<file path="src/rtl/vp_pkg.sv">
package vp_pkg;
    typedef enum logic [1:0] {
        WR_NONE = 2'd0,
        WR_BASE = 2'd1,
        WR_VIC  = 2'd2
    } wr_kind_e;
endpackage

</file>
<file path="src/rtl/vp_lfsr.sv">
module vp_lfsr #(
    parameter int          W    = 6,
    parameter logic [W-1:0] TAPS = 6'b110000,
    parameter logic [W-1:0] SEED = 6'b000001
) (
    input  logic         clk,
    input  logic         rst_n,
    output logic [W-1:0] value
);
    logic [W-1:0] lfsr_d, lfsr_q;

    always_comb begin
        lfsr_d = {lfsr_q[W-2:0], ^(lfsr_q & TAPS)};
    end

    always_ff @(posedge clk or negedge rst_n) begin
        if (!rst_n) lfsr_q <= SEED;
        else        lfsr_q <= lfsr_d;
    end

    assign value = lfsr_q;

    // random source must never lock up at zero
    assert_lfsr_live_R8: assert property (@(posedge clk) disable iff (!rst_n)
        lfsr_q != '0);
endmodule

</file>
<file path="src/rtl/vp_advance.sv">
module vp_advance #(
    parameter int IDX_W = 6
) (
    input  logic [IDX_W-1:0] cur,
    input  logic [IDX_W-1:0] base,
    input  logic             rr_mode,
    input  logic [IDX_W-1:0] rnd,
    output logic [IDX_W-1:0] nxt
);
    localparam logic [IDX_W-1:0] MAXV = '1;
    localparam logic [IDX_W:0]   FULL = {1'b1, {IDX_W{1'b0}}};

    logic [IDX_W:0] span;
    logic [IDX_W:0] fold;
    logic [IDX_W:0] sum;

    always_comb begin
        span = FULL - {1'b0, base};
        fold = {1'b0, rnd} % span;
        sum  = {1'b0, base} + fold;
        if (rr_mode) begin
            nxt = (cur == MAXV) ? base : cur + {{(IDX_W-1){1'b0}}, 1'b1};
        end else if (rnd < base) begin
            nxt = sum[IDX_W-1:0];
        end else begin
            nxt = rnd;
        end
    end
endmodule

</file>
<file path="src/rtl/vp_bank.sv">
module vp_bank
    import vp_pkg::*;
#(
    parameter int IDX_W = 6,
    parameter int SEG_W = 3
) (
    input  logic             clk,
    input  logic             rst_n,
    input  wr_kind_e         wr_kind,
    input  logic [IDX_W-1:0] wr_val,
    input  logic [SEG_W-1:0] wr_seg,
    input  logic             fill_en,
    input  logic [SEG_W-1:0] fill_seg,
    input  logic             rr_mode,
    input  logic [IDX_W-1:0] rnd,
    output logic [IDX_W-1:0] base,
    output logic [IDX_W-1:0] victim
);
    localparam int             NSEG = 1 << SEG_W;
    localparam logic [IDX_W-1:0] MAXV = '1;

    typedef struct packed {
        logic [IDX_W-1:0]            base;
        logic [NSEG-1:0][IDX_W-1:0]  vic;
    } bank_t;

    bank_t            st_d, st_q;
    logic [IDX_W-1:0] cur_vic;
    logic [IDX_W-1:0] adv_val;

    assign cur_vic = st_q.vic[fill_seg];

    vp_advance #(.IDX_W(IDX_W)) u_adv (
        .cur     (cur_vic),
        .base    (st_q.base),
        .rr_mode (rr_mode),
        .rnd     (rnd),
        .nxt     (adv_val)
    );

    always_comb begin
        st_d = st_q;
        if (fill_en) st_d.vic[fill_seg] = adv_val;
        // writes applied last so they override a colliding linefill
        case (wr_kind)
            WR_BASE: begin
                st_d.base = wr_val;
                for (int s = 0; s < NSEG; s++) st_d.vic[s] = wr_val;
            end
            WR_VIC:  st_d.vic[wr_seg] = wr_val;
            default: ;
        endcase
    end

    always_ff @(posedge clk or negedge rst_n) begin
        if (!rst_n) st_q <= '0;
        else        st_q <= st_d;
    end

    assign base   = st_q.base;
    assign victim = cur_vic;

    assert_base_write_R3: assert property (@(posedge clk) disable iff (!rst_n)
        (wr_kind == WR_BASE) |=> (st_q.base == $past(wr_val)));

    assert_dbg_keeps_base_R7: assert property (@(posedge clk) disable iff (!rst_n)
        (wr_kind == WR_VIC) |=> $stable(st_q.base));

    assert_rand_in_range_R8: assert property (@(posedge clk) disable iff (!rst_n)
        (fill_en && !rr_mode) |-> (adv_val >= st_q.base));

    assert_idle_stable_R11: assert property (@(posedge clk) disable iff (!rst_n)
        (!fill_en && wr_kind == WR_NONE) |=> $stable(st_q));

    for (genvar g = 0; g < NSEG; g++) begin : g_seg_chk
        assert_wrap_to_base_R6: assert property (@(posedge clk) disable iff (!rst_n)
            (fill_en && fill_seg == g && wr_kind == WR_NONE && rr_mode
             && st_q.vic[g] == MAXV) |=> (st_q.vic[g] == st_q.base));
        assert_all_vic_loaded_R3: assert property (@(posedge clk) disable iff (!rst_n)
            (wr_kind == WR_BASE) |=> (st_q.vic[g] == $past(wr_val)));
    end
endmodule

</file>
<file path="src/rtl/vp_lockdown_unit.sv">
module vp_lockdown_unit
    import vp_pkg::*;
#(
    parameter int DATA_W  = 32,
    parameter int IDX_W   = 6,
    parameter int SEG_W   = 3,
    parameter int OP2_W   = 3,
    parameter int CRM_W   = 4,
    parameter int SEG_LSB = 5
) (
    input  logic              clk,
    input  logic              rst_n,
    input  logic              reg_wr,
    input  logic [OP2_W-1:0]  reg_op2,
    input  logic [CRM_W-1:0]  reg_crm,
    input  logic [DATA_W-1:0] reg_wdata,
    output logic [DATA_W-1:0] reg_rdata,
    input  logic              rr_mode,
    input  logic              fill_req,
    input  logic              fill_icache,
    input  logic [SEG_W-1:0]  fill_seg,
    output logic [IDX_W-1:0]  fill_victim
);
    localparam int NCACHE = 2;   // index 0 data, 1 instruction

    logic [IDX_W-1:0] wr_val;
    logic [SEG_W-1:0] wr_seg;
    logic [IDX_W-1:0] rnd;
    logic [IDX_W-1:0] base_w   [NCACHE];
    logic [IDX_W-1:0] victim_w [NCACHE];
    wr_kind_e         kind_w   [NCACHE];

    assign wr_val = reg_wdata[DATA_W-1 -: IDX_W];
    assign wr_seg = reg_wdata[SEG_LSB +: SEG_W];

    vp_lfsr #(.W(IDX_W)) u_lfsr (
        .clk   (clk),
        .rst_n (rst_n),
        .value (rnd)
    );

    for (genvar c = 0; c < NCACHE; c++) begin : g_cache
        always_comb begin
            kind_w[c] = WR_NONE;
            if (reg_wr && reg_op2 == OP2_W'(c)) begin
                if (reg_crm == CRM_W'(0))      kind_w[c] = WR_BASE;
                else if (reg_crm == CRM_W'(1)) kind_w[c] = WR_VIC;
            end
        end

        vp_bank #(.IDX_W(IDX_W), .SEG_W(SEG_W)) u_bank (
            .clk      (clk),
            .rst_n    (rst_n),
            .wr_kind  (kind_w[c]),
            .wr_val   (wr_val),
            .wr_seg   (wr_seg),
            .fill_en  (fill_req && (fill_icache == (c == 1))),
            .fill_seg (fill_seg),
            .rr_mode  (rr_mode),
            .rnd      (rnd),
            .base     (base_w[c]),
            .victim   (victim_w[c])
        );
    end

    always_comb begin
        reg_rdata = '0;
        if (reg_op2 == OP2_W'(0))      reg_rdata[DATA_W-1 -: IDX_W] = base_w[0];
        else if (reg_op2 == OP2_W'(1)) reg_rdata[DATA_W-1 -: IDX_W] = base_w[1];
        fill_victim = fill_icache ? victim_w[1] : victim_w[0];
    end

    assert_rdata_low_zero_R4: assert property (@(posedge clk) disable iff (!rst_n)
        reg_rdata[DATA_W-IDX_W-1:0] == '0);

    assert_bad_op2_ignored_R2: assert property (@(posedge clk) disable iff (!rst_n)
        (reg_wr && reg_op2 > OP2_W'(1)) |=> ($stable(base_w[0]) && $stable(base_w[1])));
endmodule

</file>
<file path="config.mk">
export PLATFORM = sky130hd
export DESIGN_NAME = vp_lockdown_unit
export DESIGN_NICKNAME = d
export VERILOG_FILES = /design/src/rtl/vp_pkg.sv /design/src/rtl/vp_lfsr.sv /design/src/rtl/vp_advance.sv /design/src/rtl/vp_bank.sv /design/src/rtl/vp_lockdown_unit.sv
export SDC_FILE = /design/constraint.sdc
export NUM_CORES = 1
export LEC_CHECK = 0
export ABC_AREA = 1
export ABC_CLOCK_PERIOD_IN_PS = 11400
export BUFFER_PORTS_ARGS = -buffer_cell sky130_fd_sc_hd__buf_4
export CORE_MARGIN = 4
export CORE_UTILIZATION = 55
export DETAILED_ROUTE_END_ITERATION = 8
export GPL_TIMING_DRIVEN = 0
export PLACE_DENSITY = 0.74
export SETUP_SLACK_MARGIN = 0.5
export SLEW_MARGIN = 20
export SYNTH_ARGS = -nofsm -noshare
export SYNTH_HDL_FRONTEND = slang
export SYNTH_SLANG_ARGS = --single-unit
</file>
<file path="constraint.sdc">
create_clock -name clk -period 11.4 [get_ports clk]
set_input_delay 0.57 -clock clk [delete_from_list [all_inputs] [get_ports clk]]
set_output_delay 0.57 -clock clk [all_outputs]
set_load 0.1 [all_outputs]
</file>
# Word-level counts from Yosys, hierarchy flattened
# Cells that the tools add are included.
[totals] regBits=114 wordCells=80
[op_classes] addsub=6 div_mod_pow=2 order_cmp=6 n_eq_ne=8 mux=29 n_bitwise=1 reduce_logical=9
[ops] op="$bwmux W48" n=4
[ops] op="$pmux W48 S2" n=2
[ops] op="$mux W48" n=2
[ops] op="$mux W6" n=13
[ops] op="$bmux W6 S3" n=2
[ops] op="$demux W6 S3" n=2
[ops] op="$mod A6 B7 Y7" n=2
[ops] op="$sub A7 B6 Y7 const A" n=2
[ops] op="$add A6 B1 Y6 const B" n=2
[ops] op="$add A6 B6 Y6" n=2
[ops] op="$eq A6 B6 Y1 const B" n=2
[ops] op="$lt A6 B6 Y1" n=2
[ops] op="$lt A3 B4 Y1 const B" n=2
[ops] op="$mux W2" n=4
[ops] op="$ge A3 B1 Y1 const B" n=2
[ops] op="$logic_and A1 B1 Y1" n=6
[ops] op="$reduce_xor A6 Y1" n=1
[ops] op="$eq A2 B1 Y1 const B" n=2
[ops] op="$eq A2 B2 Y1 const B" n=2
[ops] op="$eq A4 B1 Y1 const B" n=1
[ops] op="$logic_not A4 Y1" n=1
[ops] op="$eq A3 B1 Y1 const B" n=1
[ops] op="$logic_not A3 Y1" n=1
[ops] op="$not A1 Y1" n=1

# Depth between registers and ports, before layout
[logic_depth] word_depth=9 ltp_mapped=75 ltp_nobuf=74

# Cells and area by module
# Synthesis repeated with hierarchy kept, for this count alone.
[hier_totals] hier_cells=2325 area_unflattened_um2=13725.7
[by_module_without_submodules] module="vp_bank at g_cache[0].u_bank" n_inst=1 cells_per_inst=767 area_per_inst_um2=4389.2 seq_area_each_um2=1351.3
[by_module_without_submodules] module="vp_bank at g_cache[1].u_bank" n_inst=1 cells_per_inst=767 area_per_inst_um2=4377.9 seq_area_each_um2=1351.3
[by_module_without_submodules] module="vp_advance at g_cache[1].u_bank.u_adv" n_inst=1 cells_per_inst=343 area_per_inst_um2=2149.6 seq_area_each_um2=0.0
[by_module_without_submodules] module="vp_advance at g_cache[0].u_bank.u_adv" n_inst=1 cells_per_inst=348 area_per_inst_um2=2109.5 seq_area_each_um2=0.0
[by_module_without_submodules] module="vp_lockdown_unit" n_inst=1 cells_per_inst=84 area_per_inst_um2=491.7 seq_area_each_um2=0.0
[by_module_without_submodules] module="vp_lfsr" n_inst=1 cells_per_inst=16 area_per_inst_um2=207.7 seq_area_each_um2=151.4

# Least setup slack after synthesis
# OpenSTA, ideal clock, no wires.
[synth_timing] path_kind="register -> register" start="register g_cache[0].u_bank.st_q, in the netlist g_cache[0].u_bank.base[0]" end="register g_cache[0].u_bank.st_q[22] in the netlist's numbering" setup_time_ns=0.139 arrival_ns=10.121 path_slack_ns=1.139 path_stages_with_launch=70 path_buffers=2 synth_period_minus_slack_ns=10.261 cell_sequence="dfrtp_1 -> inv_2 -> ha_1 -> nand3_1 -> nor3_1 -> nor2_2 -> nand2_1 -> nor4_2 -> ha_1 -> o21ai_0 -> a21oi_1 -> nand3_1 -> nand2_1 -> nand2_1 -> ha_1 -> inv_1 -> o21bai_1 -> nand2_1 -> [... 34 more ...] -> ha_1 -> nand2_1 -> o21ai_0 -> nand4_1 -> nand3_1 -> inv_1 -> o21ai_0 -> ha_1 -> inv_1 -> fa_1 -> o21ai_0 -> xor2_1 -> o211ai_1 -> nand3_1 -> nand3_1 -> nand2_1 -> nand2_1 -> a21oi_1"
[synth_rtl] item="start: declaration" line="vp_bank.sv:27" text="bank_t st_d, st_q;"
[synth_rtl] item="start signal: assignment" line="vp_bank.sv:57" text="else st_q <= st_d;"

==> metrics <==
height of the die roughly 150 µm; Area Overhead vs Synth 17.1%; status finished, final reports clean; Slew Limit Fails 0; clock skew 0.0114 ns; mux contribution to synthesized area 0; Worst slew margin 0.271; clock latency on the worst-skew pair 0.44 ns; port bufs 35; fillers 1913; Core Rows 52; routed vias between 10000 and 15000; adder-cell area share of the yosys netlist 0.102; RR Startpoint g_cache[1].u_bank.base[1]; Min Hold Slack about 0.074 ns; final setup violation count 0; Synth top area share 0.246; WP data required 11.75 ns; most common flop cell mapped by yosys dfrtp_1; TNS Setup 0 ns; CP arrival about 11 ns; Async SR Flop Fraction 1.00; Clock transition at path regs about 0.06 ns; count of state elements after synthesis around 110; I/O pin cnt 86; Worst Setup Path Type flop to flop; slowest CP cell o211ai_1; Seq/Total Area, Yosys 0.248; Wirelength per Cell around 22 µm; largest net degree at the start of global routing just under 70; drt first pass iters 6; Core Region just over 20000 µm²; total CTS buffers 17; initial antenna violation count 0; CP startpoint g_cache[1].u_bank.base[1]; mapped cell area ~11000 µm²; initial core utilization 0.564; global-route wire length before repair 68800 µm; Detail Route Antenna Nets 0; Yosys Warn Count 0; CTS H-tree depth 4; Post-synth EDFFs 0; largest area contributor in the netlist dfrtp_1; fin crit share 0.908; Max clock buf depth 2; Critical Path Max Stage Delay 0.73 ns; Finished Layout Cells 2124; clock sink count 114; Max-Cap Viols 0; GRT Util Overall 0.378; Synth Instances about 1700; compound-gate portion of the synthesized area 0.243; n_diodes 0; main combinational cell family by area after synthesis simple AND/OR/NAND/NOR gates; R2R Setup Slk around 1.0 ns; layout cells sized above 1 0.145; Worst Tran Pin Value approximately 1.1 ns; Final Critical Period ~10 ns; CP Launch Type flop; Final #Nets roughly 2000; type of the worst min-delay path input port to asynchronous set/reset pin; Root Driver clkbuf_16; DR DRC count 0; Iteration-0 DRC Markers roughly 1600; Die X between 150 and 200 µm; Post-CTS Hold Fix Bufs 0; most area-consuming cells after synthesis dfrtp_1 (25%), nand2_1 (13%), ha_1 (9.5%); RD Place Congestion between 1 and 1.5; Vias/cell between 6 and 7; worst-path fanout max 10; die area 23300 µm²; nature of the critical path endpoint flop; Max Clock Freq roughly 0.097 GHz; Detail Placement HPWL 33900 µm; grt ovf 0; Avg Cell Area, Syn between 6 and 7 µm²; Cell variety after synth 53; placed cells around 2000; CTS tree yes; unrepaired setup endpoints after global routing false; Fin. Hold Viols 0; simple-gate share of the synthesized area 0.265; WL final 46200 µm; Most Frequent Cell on Critical Path nand2_1; vias in the first global route between 10000 and 15000; Synth Area in XOR/XNOR 0.0328
placed cells by master (no fill, tap or decap), types with 6 or more instances in the layout:
master     instances
conb_1            26
xor2_1            26
o22ai_1           28
a22oi_1           34
dfrtp_1          107
ha_1              80
nand3_2            8
a32oi_1           15
nand2_2           10
clkbuf_1          41
a21oi_2            8
dfrtp_2            6
nand2_1          391
o21ai_0          108
a31oi_1           15
o21ai_2           14
inv_1            205
or2_2             16
inv_2             14
nor3_1            16
clkbuf_16         17
a221oi_1           9
a21oi_1          168
o211ai_1           7
xnor2_1           17
nand4_1           20
a21boi_0          10
buf_4            101
nor2_1            65
nand3_1          143
o21ai_1           12
a21o_1            16
stage by stage:
stage | cell area, µm² | util | setup slack (ns)
after detailed placement | 12200 | 0.600 | -0.898
after floorplan | 11600 | - | 1.14
after global placement | 12200 | 0.598 | -0.717
final | 13500 | 0.661 | 1.04
after global routing | 13500 | 0.661 | 0.272
after CTS | 13000 | 0.636 | 0.505
critical path, delay by kind of cell (launching register included):
kind	cells	cell delay (ns)
AO/OA/AOI/OAI	17	3.46
AND/OR/NAND/NOR	32	3.18
adder cells (fa/ha/maj)	8	2.15
buffers and inverters	9	0.90
flip-flops	1	0.43
XOR/XNOR	1	0.14
layout make-up:
class | count | area, µm² | area share
inverters | 225 | 857 | 0.0637
well taps | 270 | 338 | 0.0251
multi-input cells | 1330 | 7770 | 0.578
flip-flops and latches | 114 | 2860 | 0.213
clock buffers | 18 | 429 | 0.0319
clock inverters | 14 | 180 | 0.0134
repair buffers | 76 | 598 | 0.0444
plain buffers | 77 | 422 | 0.0313
path summary, 6_finish.rpt:
path,end,cells past startpoint
max reg2reg,g_cache[1].u_bank.st_q[3],67
min,g_cache[0].u_bank.st_q[16],1
min in group clk,u_lfsr.value[1],0
min reg2reg,u_lfsr.value[1],0
max in group asynchronous,u_lfsr.value[0],2
max,g_cache[1].u_bank.st_q[3],67
synth_stat cells, drive strengths merged, types with 28 or more instances:
library cell	number
a21oi	176
a22oi	34
buf	35
clkbuf	42
dfrtp	113
ha	87
inv	224
nand2	405
nand3	153
nor2	75
o21ai	134
o22ai	28
per-layer routing:
layer  share of wire  vias up  routed length [µm]  GRT usage
li1                -     6081                   -          -
met1            0.37     6114               17200      0.478
met2            0.45      854               20600      0.595
met3            0.11      226                5180     0.0903
met4           0.070        0                3230      0.216
met5               0        -                   0          0
state kept, by name, summed over array words and instances (netlist names):
name	flops
u_lfsr.value	6
g_cache.u_bank.base	12
g_cache.u_bank.st_q	96
cell families (layout without fill, tap and decap cells):
group,count (synthesis),count (layout)
compound gates,471,471
xor+xnor,43,43
fa+ha+maj,91,91
buf+inv,302,410
flops,114,114
other cells,1,26
simple gates,699,699
repair_timing:
| item | in CTS | in global routing |
|---|---|---|
| pin swaps | 7 | 32 |
| resized for setup | 32 | 71 |
| setup buffers | 7 | 33 |
| endpoints found under the setup margin | 96 | 96 |
| cloned | 0 | 0 |
Power is not shown: default switching activity piles up to over one toggle a cycle in this logic, so the estimate is an artifact.
